--- config.mk ---
export PLATFORM = sky130hd
export DESIGN_NAME = int_to_minifloat
export DESIGN_NICKNAME = d
export VERILOG_FILES = /design/src/rtl/i2f_pkg.sv /design/src/rtl/i2f_lead_zero.sv /design/src/rtl/i2f_norm_shift.sv /design/src/rtl/int_to_minifloat.sv
export SDC_FILE = /design/constraint.sdc
export NUM_CORES = 1
export LEC_CHECK = 0
export BUFFER_PORTS_ARGS = -buffer_cell sky130_fd_sc_hd__buf_4
export CAP_MARGIN = 20
export CELL_PAD_IN_SITES_DETAIL_PLACEMENT = 0
export CELL_PAD_IN_SITES_GLOBAL_PLACEMENT = 2
export CORE_MARGIN = 4
export CORE_UTILIZATION = 34
export DETAILED_ROUTE_END_ITERATION = 10
export PLACE_DENSITY_LB_ADDON = 0.1
export SETUP_SLACK_MARGIN = 0.05
export SYNTH_ARGS = -nofsm -noshare
export SYNTH_HDL_FRONTEND = slang
export SYNTH_HIERARCHICAL = 1
export SYNTH_SLANG_ARGS = --single-unit
--- constraint.sdc ---
create_clock -name clk -period 7.4 [get_ports clk]
set_input_delay 1.85 -clock clk [delete_from_list [all_inputs] [get_ports clk]]
set_output_delay 1.85 -clock clk [all_outputs]
set_load 0.02 [all_outputs]
--- src/rtl/i2f_pkg.sv ---
package i2f_pkg;
  // Default geometry of the converter
  localparam int unsigned SAMPLE_W  = 16;
  localparam int unsigned EXPN_W    = 6;
  // Exponent assigned to a magnitude with zero leading zeros
  localparam int unsigned EXPN_BASE = 2 * SAMPLE_W;
endpackage

--- src/rtl/i2f_lead_zero.sv ---
module i2f_lead_zero #(
  parameter int unsigned W  = 16,
  localparam int unsigned CW = $clog2(W + 1)
) (
  input  logic [W-1:0]  vec,
  output logic [CW-1:0] count,
  output logic          all_zero
);
  logic hit;

  // Scan from the top bit; count positions until the first one
  always_comb begin
    count = '0;
    hit   = 1'b0;
    for (int i = W - 1; i >= 0; i--) begin
      if (!hit) begin
        if (vec[i]) hit = 1'b1;
        else        count = count + CW'(1);
      end
    end
  end

  assign all_zero = ~|vec;
endmodule

--- src/rtl/i2f_norm_shift.sv ---
module i2f_norm_shift #(
  parameter int unsigned W  = 16,
  parameter int unsigned SW = 5,
  localparam int unsigned OW = W + 1
) (
  input  logic [W-1:0]  din,
  input  logic [SW-1:0] amount,
  output logic [OW-1:0] dout
);
  logic [OW-1:0] level [SW+1];

  assign level[0] = OW'(din);

  // One conditional shift per bit of the shift amount
  for (genvar k = 0; k < SW; k++) begin : g_level
    assign level[k+1] = amount[k] ? (level[k] << (1 << k)) : level[k];
  end

  assign dout = level[SW];
endmodule

--- src/rtl/int_to_minifloat.sv ---
module int_to_minifloat #(
  parameter int unsigned IN_W     = i2f_pkg::SAMPLE_W,
  parameter int unsigned EXP_W    = i2f_pkg::EXPN_W,
  parameter int unsigned EXP_BASE = i2f_pkg::EXPN_BASE,
  localparam int unsigned OUT_W   = EXP_W + 1 + IN_W
) (
  input  logic             clk,
  input  logic             rst_n,
  input  logic             in_valid,
  output logic             in_ready,
  input  logic [IN_W-1:0]  in_data,
  output logic             out_valid,
  input  logic             out_ready,
  output logic [OUT_W-1:0] out_word
);
  localparam int unsigned CW      = $clog2(IN_W + 1);
  localparam int unsigned FULL_W  = IN_W + 1;
  localparam int unsigned EXP_MIN = EXP_BASE - IN_W + 1;
  localparam int unsigned EXP_MAX = EXP_BASE - 1;
  localparam logic [EXP_W-1:0] BASE_V = EXP_W'(EXP_BASE);

  logic advance;
  assign advance  = !out_valid || out_ready;
  assign in_ready = advance;

  // Stage 1: sign and ones' complement magnitude
  logic            v1, sg1;
  logic [IN_W-1:0] mag1;

  always_ff @(posedge clk or negedge rst_n) begin
    if (!rst_n) begin
      v1   <= 1'b0;
      sg1  <= 1'b0;
      mag1 <= '0;
    end else if (advance) begin
      v1   <= in_valid;
      sg1  <= in_data[IN_W-1];
      mag1 <= in_data ^ {IN_W{in_data[IN_W-1]}};
    end
  end

  // Stage 2: leading-zero count and zero detect
  logic [CW-1:0]   lz1;
  logic            z1;

  i2f_lead_zero #(.W(IN_W)) u_lzc (
    .vec      (mag1),
    .count    (lz1),
    .all_zero (z1)
  );

  logic            v2, sg2, z2;
  logic [IN_W-1:0] mag2;
  logic [CW-1:0]   lz2;

  always_ff @(posedge clk or negedge rst_n) begin
    if (!rst_n) begin
      v2   <= 1'b0;
      sg2  <= 1'b0;
      z2   <= 1'b1;
      mag2 <= '0;
      lz2  <= '0;
    end else if (advance) begin
      v2   <= v1;
      sg2  <= sg1;
      z2   <= z1;
      mag2 <= mag1;
      lz2  <= lz1;
    end
  end

  // Stage 3: normalize and form the exponent
  logic [FULL_W-1:0] full_man;
  logic [CW-1:0]     shamt;
  logic [EXP_W-1:0]  expn;

  assign shamt = lz2 + CW'(1);
  assign expn  = BASE_V - EXP_W'(lz2);

  i2f_norm_shift #(.W(IN_W), .SW(CW)) u_shift (
    .din    (mag2),
    .amount (shamt),
    .dout   (full_man)
  );

  always_ff @(posedge clk or negedge rst_n) begin
    if (!rst_n) begin
      out_valid <= 1'b0;
      out_word  <= '0;
    end else if (advance) begin
      out_valid <= v2;
      out_word  <= z2 ? '0 : {expn, sg2, full_man[IN_W-1:0]};
    end
  end

  // Checks beside the logic they guard
  AST_MAG_TOP_CLEAR: assert property (@(posedge clk) disable iff (!rst_n)
    v1 |-> !mag1[IN_W-1]);
  AST_LZC_POSITION: assert property (@(posedge clk) disable iff (!rst_n)
    (v2 && !z2) |-> ((mag2 >> (IN_W - 1 - int'(lz2))) == IN_W'(1)));
  AST_HIDDEN_SET: assert property (@(posedge clk) disable iff (!rst_n)
    (v2 && !z2) |-> full_man[IN_W]);
  AST_EXP_WINDOW: assert property (@(posedge clk) disable iff (!rst_n)
    (out_valid && out_word[OUT_W-1 -: EXP_W] != '0) |->
      (int'(out_word[OUT_W-1 -: EXP_W]) >= EXP_MIN &&
       int'(out_word[OUT_W-1 -: EXP_W]) <= EXP_MAX));
  AST_ZERO_CLEAN: assert property (@(posedge clk) disable iff (!rst_n)
    (out_valid && out_word[OUT_W-1 -: EXP_W] == '0) |->
      (out_word[IN_W:0] == '0));
  AST_STALL_HOLD: assert property (@(posedge clk) disable iff (!rst_n)
    (out_valid && !out_ready) |=> (out_valid && $stable(out_word)));
endmodule

==> results.toml <==
[sta]
max-slew-margin-rel_pct = 41.4
holdWs_ps = 459
min_period_ps = 6940
finalSetupViolCount = 0
fin_crit_sh_pct = 93.8
rsz0062_at_grt = "true"
hold_viol = 0
finalSetupTns_ps = 0
slew_violations = 0
clock.fmax_mhz = 144
finClkSkew_ps = 7.88
worst_pin_slew_ps = 878

[clock_tree]
root_buffer = "clkbuf_16"
clkTransAtPathRegs_ps = 60
numCtsBuffers = 9
cts_tree = "built"
insertion_delay_ps = 340
cts.sinks = 64
cts.hold.buffers_added = 0
cts_buffer_depth = 2
h-tree-depth = 3

[power]
power_density_nw_per_um2 = 379
power_leakage_nw = 2.57
ir_drop_uv = 112

[place]
hpwlAfterDp_um = 7350
io_buffers = 44
gp_congestion = 0.828

[layout]
synthToLayoutAreaGrowth_pct = 19.2
fin_util_pct = 41.8
diodes = 0
drive_above_1_share_pct = 20.7
nets = 599
mostFrequentLayoutCells = "135 x nand2_1, 61 x dfrtp_1, 57 x buf_4, 36 x xnor2_1, 35 x nor2_1"
final_common_cell = "nand2_1"

[worst_setup_path]
crit_family = "adder cells"
cp.arrival_ps = 7170
rrSetupSlack_ps = 460
critical_path.max_stage_delay_ps = 410
cp.required_ps = 7630
crit_type = "reg2reg"
critPathBufInv = 2
start_kind = "flip-flop"
worstSetupEndpointType = "flip-flop"
cp_slowest_cell = "dfrtp_2"
worstPathMaxFanout = 6
path_common_cell = "ha_1"

[floorplanning]
boundaryPins = 45
core_area_sq_um = 13300
rows = 42
start_util_pct = 35.1
die_w_um = 125
die_h_um = 125
dieArea_sq_um = 15700

[global_routing]
antenna_found_initial = 0
grt_pass1_wl_um = 17600
gr-total-overflow = 0
grt_pass1_vias = 3540
grt_max_degree = 65
grt_util_all_layers_pct = 13.6

[logic_synthesis]
netlist_area_sq_um = 4680
postSynthCellCount = 520
synth-warning-count = 6
syn_area_per_cell_sq_um = 9.00

[drt]
firstDrtPassIters = 4
drtAntennaViolNets = 0
drt_iter0_drc = 119
wire_per_inst_um = 13.9
via_per_inst = 4.86
drc = 0
vias = 3620
routed_wirelength_um = 10400

[status]
status = "completed"

[hold_path]
hp-class = "reg2reg"

[job]
maxCapViolCount = 0
[power breakdown]
part	internal [W]	switching, W	total, W
clock	0.000302	0.000162	0.000464
sequential	0.000481	0.000133	0.000613
combinational	0.000499	0.000539	0.00104
total	0.00128	0.000834	0.00212
[registers in the layout, indices dropped and copies added (netlist names)]
signal and count:
out_word 23, sg2 1, v2 1, out_valid 1, sg1 1, mag2 15, z2 1, v1 1
mag1 15, lz2 5
[metal layers]
metal / global-route usage (%) / up-vias / part of all wire [%]
li1: - / 1857 / -
met1: 17.3 / 1705 / 48
met2: 22.6 / 44 / 47
met3: 2.94 / 14 / 2.9
met4: 5.80 / 0 / 1.9
met5: 0 / - / 0
[area by class of cell]
type | count | area, sq um
clock buffer | 10 | 239
clock inverter | 6 | 82.6
fill | 1378 | 7770
inverter | 14 | 52.6
multi-input combinational | 417 | 2930
sequential | 64 | 1610
tap | 176 | 220
timing repair buffer | 58 | 443
[worst paths after layout]
kind                                      start                 endpoint  cells after the start
hold / removal                   v2$_DFFE_PN0P_           v2$_DFFE_PN0P_                      2
max in group asynchronous                 rst_n     mag1[14]$_DFFE_PN0P_                      1
setup reg to reg           mag1[14]$_DFFE_PN0P_       lz2[4]$_DFFE_PN0P_                     39
setup / recovery           mag1[14]$_DFFE_PN0P_       lz2[4]$_DFFE_PN0P_                     39
hold reg to reg                  v2$_DFFE_PN0P_           v2$_DFFE_PN0P_                      2
min in group asynchronous                 rst_n  out_word[6]$_DFFE_PN0P_                      1
[timing repair]
item | CTS | global route
setup buffers | 0 | 7
setup endpoints to repair | 1 | 4
resized for setup | 3 | 25
pin swaps | 0 | 28
[metrics by stage]
stage / total power, W / setup slack, ps / cell area (sq um) / std cells
after floorplan: 0.00136 / 562 / 4710 / 527
after global placement: 0.00159 / 199 / 5060 / 721
after detailed placement: 0.00161 / -68.6 / 5060 / 721
after CTS: 0.00208 / 53.1 / 5390 / 737
after global routing: 0.00229 / -33.0 / 5580 / 745
final: 0.00212 / 455 / 5580 / 745
[worst min-delay path, cell delays in order, from the launching register on]
cell     delay, ps
dfrtp_1        330
nand2_1         50
nand2_1         40
(Power assumes the default switching activity.)
